File: src/rtl/qspi_pkg.sv
package qspi_pkg;

    localparam int CS_FW   = 2;
    localparam int WL_FW   = 7;
    localparam int FL_FW   = 12;
    localparam int EDGE_W  = 8;
    localparam int DEV_W   = 8;

    localparam logic [2:0] OPC_RD1 = 3'd1;
    localparam logic [2:0] OPC_WR1 = 3'd2;
    localparam logic [2:0] OPC_RD2 = 3'd3;
    localparam logic [2:0] OPC_INV = 3'd4;
    localparam logic [2:0] OPC_RD4 = 3'd7;

    typedef enum logic [1:0] {
        LANE_X1 = 2'd0,
        LANE_X2 = 2'd1,
        LANE_X4 = 2'd2
    } lane_e;

    typedef struct packed {
        logic [CS_FW-1:0] cs;
        logic [WL_FW-1:0] wlen_m1;
        logic [2:0]       op;
        logic             ien;
        logic [FL_FW-1:0] flen_m1;
    } cmd_t;

    typedef struct packed {
        logic cpol;
        logic cpha;
    } clkcfg_t;

    function automatic cmd_t cmd_decode(input logic [31:0] w);
        cmd_t r;
        r.cs      = w[29:28];
        r.wlen_m1 = w[25:19];
        r.op      = w[18:16];
        r.ien     = w[14];
        r.flen_m1 = w[11:0];
        return r;
    endfunction

    function automatic logic wlen_legal(input logic [WL_FW-1:0] m1);
        return (m1 == 7'd7) || (m1 == 7'd15) || (m1 == 7'd31);
    endfunction

    function automatic logic op_is_xfer(input logic [2:0] op);
        return (op == OPC_RD1) || (op == OPC_WR1) || (op == OPC_RD2) || (op == OPC_RD4);
    endfunction

    function automatic lane_e lanes_of(input logic [2:0] op);
        if (op == OPC_RD2) return LANE_X2;
        if (op == OPC_RD4) return LANE_X4;
        return LANE_X1;
    endfunction

    function automatic logic [1:0] lane_shift(input lane_e l);
        case (l)
            LANE_X2: return 2'd1;
            LANE_X4: return 2'd2;
            default: return 2'd0;
        endcase
    endfunction

endpackage

File: src/rtl/qspi_tick.sv
module qspi_tick #(
    parameter int HALF_DIV = 2
) (
    input  logic clk,
    input  logic rst,
    input  logic run,
    output logic tick
);
    localparam int CW = (HALF_DIV > 1) ? $clog2(HALF_DIV) : 1;

    logic [CW-1:0] cnt;

    assign tick = run && (cnt == CW'(HALF_DIV - 1));

    always_ff @(posedge clk) begin
        if (rst || !run) begin
            cnt <= '0;
        end else if (tick) begin
            cnt <= '0;
        end else begin
            cnt <= cnt + 1'b1;
        end
    end

endmodule

File: src/rtl/qspi_shift.sv
module qspi_shift
    import qspi_pkg::*;
#(
    parameter int DW       = 32,
    parameter int HALF_DIV = 2
) (
    input  logic                clk,
    input  logic                rst,
    input  logic                start,
    input  logic [WL_FW-1:0]    wlen_m1,
    input  lane_e               lanes,
    input  logic                is_wr,
    input  clkcfg_t             ccfg,
    input  logic [DW-1:0]       txd,
    input  logic [3:0]          dq_i,
    output logic                run,
    output logic                fin,
    output logic                sclk,
    output logic [DW-1:0]       rxd,
    output logic [3:0]          dq_o,
    output logic [3:0]          dq_oe
);
    logic                tick;
    logic [EDGE_W-1:0]   ecnt;
    logic [EDGE_W-1:0]   last_q;
    logic [EDGE_W-1:0]   nbits_c;
    logic [EDGE_W-1:0]   nclk_c;
    logic [DW-1:0]       tx_sh;
    logic [DW-1:0]       rx_sh;
    logic                mosi_r;
    logic                wr_q;
    logic                cpha_q;
    lane_e               lanes_q;
    logic                samp;

    qspi_tick #(.HALF_DIV(HALF_DIV)) u_tick (
        .clk  (clk),
        .rst  (rst),
        .run  (run),
        .tick (tick)
    );

    assign nbits_c = {1'b0, wlen_m1} + 8'd1;
    assign nclk_c  = nbits_c >> lane_shift(lanes);

    // even edges lead, odd edges trail; phase picks which one samples
    assign samp = (ecnt[0] == cpha_q);

    always_ff @(posedge clk) begin
        if (rst) begin
            run     <= 1'b0;
            fin     <= 1'b0;
            sclk    <= 1'b0;
            ecnt    <= '0;
            last_q  <= '0;
            tx_sh   <= '0;
            rx_sh   <= '0;
            mosi_r  <= 1'b0;
            wr_q    <= 1'b0;
            cpha_q  <= 1'b0;
            lanes_q <= LANE_X1;
        end else begin
            fin <= 1'b0;
            if (start) begin
                run     <= 1'b1;
                sclk    <= ccfg.cpol;
                ecnt    <= '0;
                last_q  <= {nclk_c[EDGE_W-2:0], 1'b0} - 8'd1;
                tx_sh   <= txd << (DW - 1 - int'(wlen_m1));
                rx_sh   <= '0;
                mosi_r  <= 1'b0;
                wr_q    <= is_wr;
                cpha_q  <= ccfg.cpha;
                lanes_q <= lanes;
            end else if (run && tick) begin
                sclk <= ~sclk;
                ecnt <= ecnt + 1'b1;
                if (samp) begin
                    if (!wr_q) begin
                        case (lanes_q)
                            LANE_X2: rx_sh <= {rx_sh[DW-3:0], dq_i[1:0]};
                            LANE_X4: rx_sh <= {rx_sh[DW-5:0], dq_i};
                            default: rx_sh <= {rx_sh[DW-2:0], dq_i[1]};
                        endcase
                    end
                end else if (wr_q) begin
                    if (cpha_q) begin
                        mosi_r <= tx_sh[DW-1];
                    end
                    tx_sh <= tx_sh << 1;
                end
                if (ecnt == last_q) begin
                    run <= 1'b0;
                    fin <= 1'b1;
                end
            end
        end
    end

    assign rxd   = rx_sh;
    assign dq_o  = {3'b000, (cpha_q ? mosi_r : tx_sh[DW-1])};
    assign dq_oe = (run && wr_q) ? 4'b0001 : 4'b0000;

    AST_EDGE_LIMIT: assert property (@(posedge clk) disable iff (rst)
        run |-> (ecnt <= last_q)) else $error("edge count beyond word");

    AST_SCLK_PARK: assert property (@(posedge clk) disable iff (rst)
        (!run && !start) |=> $stable(sclk)) else $error("clock moved while idle");

endmodule

File: src/rtl/qspi_frame.sv
module qspi_frame
    import qspi_pkg::*;
#(
    parameter int NUM_CS = 4
) (
    input  logic               clk,
    input  logic               rst,
    input  logic               open,
    input  logic               inval,
    input  logic               word_fin,
    input  logic [CS_FW-1:0]   cs_sel,
    input  logic [FL_FW-1:0]   flen_m1,
    output logic               frame_on,
    output logic [CS_FW-1:0]   cur_cs,
    output logic [NUM_CS-1:0]  cs_act
);
    logic [FL_FW-1:0] flen_q;
    logic [FL_FW-1:0] cnt;

    always_ff @(posedge clk) begin
        if (rst) begin
            frame_on <= 1'b0;
            cur_cs   <= '0;
            flen_q   <= '0;
            cnt      <= '0;
        end else if (inval) begin
            frame_on <= 1'b0;
            cnt      <= '0;
        end else begin
            if (open && !frame_on) begin
                frame_on <= 1'b1;
                cur_cs   <= cs_sel;
                flen_q   <= flen_m1;
                cnt      <= '0;
            end
            if (word_fin) begin
                if (cnt == flen_q) begin
                    frame_on <= 1'b0;
                    cnt      <= '0;
                end else begin
                    cnt <= cnt + 1'b1;
                end
            end
        end
    end

    for (genvar i = 0; i < NUM_CS; i++) begin : g_act
        assign cs_act[i] = frame_on && (cur_cs == CS_FW'(i));
    end

    AST_CNT_RANGE: assert property (@(posedge clk) disable iff (rst)
        frame_on |-> (cnt <= flen_q)) else $error("word count past frame");

    AST_ONE_CS: assert property (@(posedge clk) disable iff (rst)
        $onehot0(cs_act)) else $error("more than one chip select");

endmodule

File: src/rtl/qspi_word_engine.sv
module qspi_word_engine
    import qspi_pkg::*;
#(
    parameter int NUM_CS   = 4,
    parameter int DW       = 32,
    parameter int HALF_DIV = 2
) (
    input  logic                    clk,
    input  logic                    rst,
    input  logic                    cmd_wr,
    input  logic [31:0]             cmd_word,
    input  logic                    data_wr,
    input  logic [DW-1:0]           data_wdata,
    input  logic [DEV_W*NUM_CS-1:0] dev_ctrl,
    input  logic [3:0]              dq_i,
    output logic [DW-1:0]           data_rdata,
    output logic                    busy,
    output logic                    word_done,
    output logic                    irq,
    output logic                    sclk,
    output logic [NUM_CS-1:0]       cs_o,
    output logic [3:0]              dq_o,
    output logic [3:0]              dq_oe
);
    cmd_t               c;
    logic               cs_ok;
    logic               acc_x;
    logic               acc_inv;
    logic               sh_run;
    logic               sh_fin;
    logic [DW-1:0]      sh_rxd;
    logic               frame_on;
    logic [CS_FW-1:0]   cur_cs;
    logic [CS_FW-1:0]   eff_cs;
    logic [NUM_CS-1:0]  cs_act;
    clkcfg_t            sel_cfg;
    logic [DW-1:0]      data_q;
    logic               wc_q;
    logic               ien_q;
    logic               wr_q;
    logic [NUM_CS-1:0]  spare_bits;
    logic               unused_sink;

    assign c = cmd_decode(cmd_word);

    if (NUM_CS >= 4) begin : g_cs_full
        assign cs_ok = 1'b1;
    end else begin : g_cs_part
        assign cs_ok = (int'(c.cs) < NUM_CS);
    end

    assign busy    = sh_run | sh_fin;
    assign acc_x   = cmd_wr && !busy && op_is_xfer(c.op) && wlen_legal(c.wlen_m1) && cs_ok;
    assign acc_inv = cmd_wr && !busy && (c.op == OPC_INV);
    assign eff_cs  = frame_on ? cur_cs : c.cs;

    always_comb begin
        sel_cfg = '0;
        for (int i = 0; i < NUM_CS; i++) begin
            if (eff_cs == CS_FW'(i)) begin
                sel_cfg.cpol = dev_ctrl[DEV_W*i];
                sel_cfg.cpha = dev_ctrl[DEV_W*i+2];
            end
        end
    end

    qspi_shift #(.DW(DW), .HALF_DIV(HALF_DIV)) u_shift (
        .clk     (clk),
        .rst     (rst),
        .start   (acc_x),
        .wlen_m1 (c.wlen_m1),
        .lanes   (lanes_of(c.op)),
        .is_wr   (c.op == OPC_WR1),
        .ccfg    (sel_cfg),
        .txd     (data_q),
        .dq_i    (dq_i),
        .run     (sh_run),
        .fin     (sh_fin),
        .sclk    (sclk),
        .rxd     (sh_rxd),
        .dq_o    (dq_o),
        .dq_oe   (dq_oe)
    );

    qspi_frame #(.NUM_CS(NUM_CS)) u_frame (
        .clk      (clk),
        .rst      (rst),
        .open     (acc_x),
        .inval    (acc_inv),
        .word_fin (sh_fin),
        .cs_sel   (c.cs),
        .flen_m1  (c.flen_m1),
        .frame_on (frame_on),
        .cur_cs   (cur_cs),
        .cs_act   (cs_act)
    );

    always_ff @(posedge clk) begin
        if (rst) begin
            data_q <= '0;
            wc_q   <= 1'b0;
            ien_q  <= 1'b0;
            wr_q   <= 1'b0;
        end else begin
            if (sh_fin && !wr_q) begin
                data_q <= sh_rxd;
            end else if (data_wr) begin
                data_q <= data_wdata;
            end
            if (acc_x) begin
                wc_q  <= 1'b0;
                ien_q <= c.ien;
                wr_q  <= (c.op == OPC_WR1);
            end else if (sh_fin) begin
                wc_q <= 1'b1;
            end
        end
    end

    for (genvar i = 0; i < NUM_CS; i++) begin : g_csout
        assign cs_o[i]       = cs_act[i] ? dev_ctrl[DEV_W*i+1] : ~dev_ctrl[DEV_W*i+1];
        assign spare_bits[i] = ^dev_ctrl[DEV_W*i+3 +: 5];
    end

    assign unused_sink = ^{spare_bits, cmd_word[31:30], cmd_word[27:26],
                           cmd_word[15], cmd_word[13:12]};

    assign data_rdata = data_q;
    assign word_done  = wc_q;
    assign irq        = wc_q & ien_q;

    AST_OE_IDLE: assert property (@(posedge clk) disable iff (rst)
        !busy |-> (dq_oe == 4'b0000)) else $error("driving lines while idle");

    AST_IRQ_FLAG: assert property (@(posedge clk) disable iff (rst)
        irq |-> word_done) else $error("interrupt without completion");

    AST_FIN_FLAG: assert property (@(posedge clk) disable iff (rst)
        sh_fin |=> word_done) else $error("completion flag missing");

    AST_START_IDLE: assert property (@(posedge clk) disable iff (rst)
        $rose(sh_run) |-> !$past(busy)) else $error("word started while busy");

    AST_CS_STEADY: assert property (@(posedge clk) disable iff (rst)
        (frame_on && !busy && !cmd_wr) |=> $stable(cs_act)) else $error("chip select moved between words");

endmodule

File: config.mk
export PLATFORM = sky130hd
export DESIGN_NAME = qspi_word_engine
export DESIGN_NICKNAME = d
export VERILOG_FILES = /design/src/rtl/qspi_pkg.sv /design/src/rtl/qspi_tick.sv /design/src/rtl/qspi_shift.sv /design/src/rtl/qspi_frame.sv /design/src/rtl/qspi_word_engine.sv
export SDC_FILE = /design/constraint.sdc
export NUM_CORES = 1
export LEC_CHECK = 0
export ABC_AREA = 1
export BUFFER_PORTS_ARGS = -buffer_cell sky130_fd_sc_hd__buf_2
export CAP_MARGIN = 20
export CORE_UTILIZATION = 55
export CTS_BUF_LIST = sky130_fd_sc_hd__clkbuf_16
export CTS_CLUSTER_SIZE = 25
export DETAILED_ROUTE_END_ITERATION = 7
export MAX_ROUTING_LAYER = met4
export PLACE_DENSITY_LB_ADDON = 0.12
export SLEW_MARGIN = 20
export SYNTH_ARGS = -nofsm -noshare
export SYNTH_HDL_FRONTEND = slang
export SYNTH_HIERARCHICAL = 1
export SYNTH_SLANG_ARGS = --single-unit
File: constraint.sdc
create_clock -name clk -period 3.3 [get_ports clk]
set_clock_uncertainty 0.15 [all_clocks]
set_input_delay 0.99 -clock clk [delete_from_list [all_inputs] [get_ports clk]]
set_output_delay 0.99 -clock clk [all_outputs]
set_load 0.02 [all_outputs]
==> impl_results.md <==
* Setup Fix Bufs, Post-CTS at 0
* Leakage at approximately 4.7 nW
* Vias in the first global route at 9,379
* WP buf/inv at 6
* Syn. warnings at 6
* DRT Pass-1 Iters at 8
* Dpl ws at 0.1266 ns
* Final Routed Wirelength at 28,220 µm
* Post-synthesis mux area share at 0%
* H-tree Lvls at 4
* Post-synth top flop: dfxtp_1
* Hold-fix buffers at CTS at 0
* Tightest Pin Transition at 0.7857 ns
* Top area cells in the synthesized netlist: dfxtp_1, nand2_1, nand3_1
* Worst-Skew Late Latency at 0.44 ns
* Synth top cells by count: nand2_1, nand3_1, inv_1
* Post-synth EDFFs at 0
* IO Pins at 152
* Period utilisation layout at 86.15%
* Die X at approximately 130 µm
* Routed WL per cell at 15.07 µm
* Crit Path Class: in2reg
* Post-Syn Area at 9589 µm²
* Ys async rst share at 0%
* CTS root buffer: clkbuf_16
* Hold crit path type: reg2reg
* Total CTS buffers at 17
* Clk sinks at 151
* Yosys top cell by area: dfxtp_1
* RSZ-0062 raised after global routing: false
* Hold Fails Final Rpt at 0
* Crit path time final at approximately 2.8 ns
* Post-Synth Adder-Cell Area at 0.7829%
* Max Slew Vio Count at 0
* Cell Pwr Density at 393.2 nW/µm²
* Setup crit end kind: flop
* Worst Setup SP: cmd_word[24]
* Final ANT Viol Nets at 0
* Reg clk slew, reported paths at 0.07 ns
* Count leader, synth: nand2_1
* Rows at 47
* Share of cells above drive strength 1 at 13.01%
* Netlist cell types at 40
* VDD IR max at roughly 0.00037 V
* Pin count of the biggest net entering global routing at 65
* Setup violators final at 0
* Average size of a mapped cell at ~6.2 µm²
* Core area at between 15,000 and 20,000 µm²
* ANT cells at 0
* First-pass GRT wire length at 46,240 µm
* Avg Vias per Cell at 5.603
* Largest family of logic cells by synthesized area: simple AND/OR/NAND/NOR gates
* Status: complete, no violations
* Setup TNS at 0 ns
* TritonCTS clock tree: done
* DIE AREA at 17,970 µm²
* Synthesis-to-finish area growth at 12.88%
* Cells after synthesis at 1,558
* Initial DRC count at between 800 and 900
* Yosys top cell area share at 31.52%
* Sequential fraction of the synthesis area at 31.52%
* Worst rel slew slack at 47.56%
* DRC at 0
* Gp weighted congestion at 0.9568
* Req. time, crit path at 3.49 ns
* Post-Synth XOR/XNOR Area at around 1.5%
* Fmax at 351.7 MHz
* Max FO, Critical Path at 12
* Synthesis-stage register bit count at 151
* Synth Area in Simple Gates at 32.61%
* Via count at 10,490
* Initial Utilization at 57.02%
* Critical Path AT at 3.03 ns
* Worst r2r src: u_shift/run
* Critical Path Max Stage Delay at about 0.25 ns
* Number of port buffers at around 120
* Compound-Gate Fraction of Synth Area at 21.33%
* Dpl hpwl at between 20,000 and 25,000 µm
* Final worst-path setup slack at approximately 0.46 ns
* GRT Overall Usage at 32.94%
* Die Ht at ~130 µm
* Crit-path leading delay family: simple AND/OR/NAND/NOR gates
* Max Cap Violations at 0
* Initial antenna violation count at 0
* Critical path launch point type: input port
* Post-CTS sizing at 0
* Final net count at approximately 1,700
* GRT Residual Overflow at 0
* Critical path, cell by cell: buf_2, inv_1, nand3_1, nor2_1, nand3_1, inv_1, inv_2, nor2_1, inv_1, nor2_2, buf_4, nand3_1, a21oi_1
* CTS Buffer Depth at 2
* Hold path start: u_shift/u_tick/cnt
* Slowest-stage cell, CP: nor2_2
## worst register-to-register path, stage by stage, from the launching register on
cell     delay [ns]
dfxtp_1        0.36
inv_1          0.07
nand2_1        0.06
nor2_1         0.20
nand3_1        0.21
inv_1          0.15
inv_2          0.05
nor2_1         0.23
inv_1          0.13
nor2_2         0.25
buf_4          0.24
nand3_1        0.12
a21oi_1        0.20
## report_power, final
part | internal (mW) | switching (mW)
registers | 1.85 | 0.0283
logic | 0.177 | 0.351
clock network | 1.04 | 0.813
total | 3.06 | 1.19
## stage by stage
step	hold slack, ns	instances	cell area (µm²)	utilization [%]	total power, mW
after global placement	0.2614	1840	10270	61.06	2.433
final	0.2796	1872	10820	64.36	4.256
after floorplan	0.2524	1563	9608	-	2.262
after detailed placement	0.2685	1840	10270	61.06	2.436
after global routing	0.2845	1872	10820	64.36	4.421
after CTS	0.2802	1872	10820	64.36	4.267
## flip-flops by register name (all words and copies together), names as in the netlist, 2 cells and up
signal           cells
u_shift/lanes_q      2
u_shift/ecnt         8
u_shift/rxd         32
u_shift/last_q       8
u_frame/cnt         12
u_frame/cur_cs       2
u_frame/flen_q      12
data_rdata          32
u_shift/tx_sh       32
## cells by family (layout without fill, tap and decap cells)
| family | after synthesis | in the layout |
|---|---|---|
| fa+ha+maj | 6 | 6 |
| simple gates | 718 | 718 |
| buf+inv | 276 | 365 |
| xor+xnor | 16 | 16 |
| flops | 151 | 151 |
| compound gates | 390 | 390 |
| other cells | 1 | 6 |
## cell usage in the layout, fill, tap and decap left out, types with 3 or more instances in the layout
master / instances
nand3b_1: 3
nor2_2: 8
clkbuf_16: 17
conb_1: 6
o21ai_2: 8
dfxtp_1: 151
inv_2: 5
o22ai_1: 6
o21ai_0: 140
xor2_1: 5
nor2_1: 104
clkinv_4: 4
clkinv_1: 4
inv_1: 172
buf_4: 35
xnor2_1: 11
o21ai_1: 49
buf_2: 118
o211ai_1: 14
nor3_1: 9
ha_1: 6
nand4_1: 15
nand3_2: 4
a21oi_1: 165
inv_6: 4
nand2_1: 330
nand3_1: 237
## cell type report
cell class | count | area (µm²)
fillers | 1647 | 5995
clock buffers | 17 | 425.4
repair buffers | 155 | 893.4
well taps | 220 | 275.3
clock inverters | 15 | 128.9
inverters | 178 | 668.1
multi-input cells | 1136 | 5410
flip-flops and latches | 151 | 3023
## metal layers
layer | up-vias | global-route usage (%) | part of all wire (%) | wire length, µm
li1 | 5314 | - | - | -
met1 | 4801 | 43.69 | 46 | 12890
met2 | 344 | 52.59 | 48 | 13450
met3 | 29 | 4.157 | 5.3 | 1490
met4 | 0 | 9.426 | 1.3 | 378
met5 | - | - | 0 | 0
## final timing paths
path / end / slack [ns] / depth (start not counted)
max: u_shift/tx_sh[15] / 0.46 / 13
min: u_shift/u_tick/cnt / 0.28 / 1
max reg2reg: u_shift/tx_sh[15] / 0.78 / 12
min reg2reg: u_shift/u_tick/cnt / 0.28 / 1
Power figures use the tool's default switching activity.
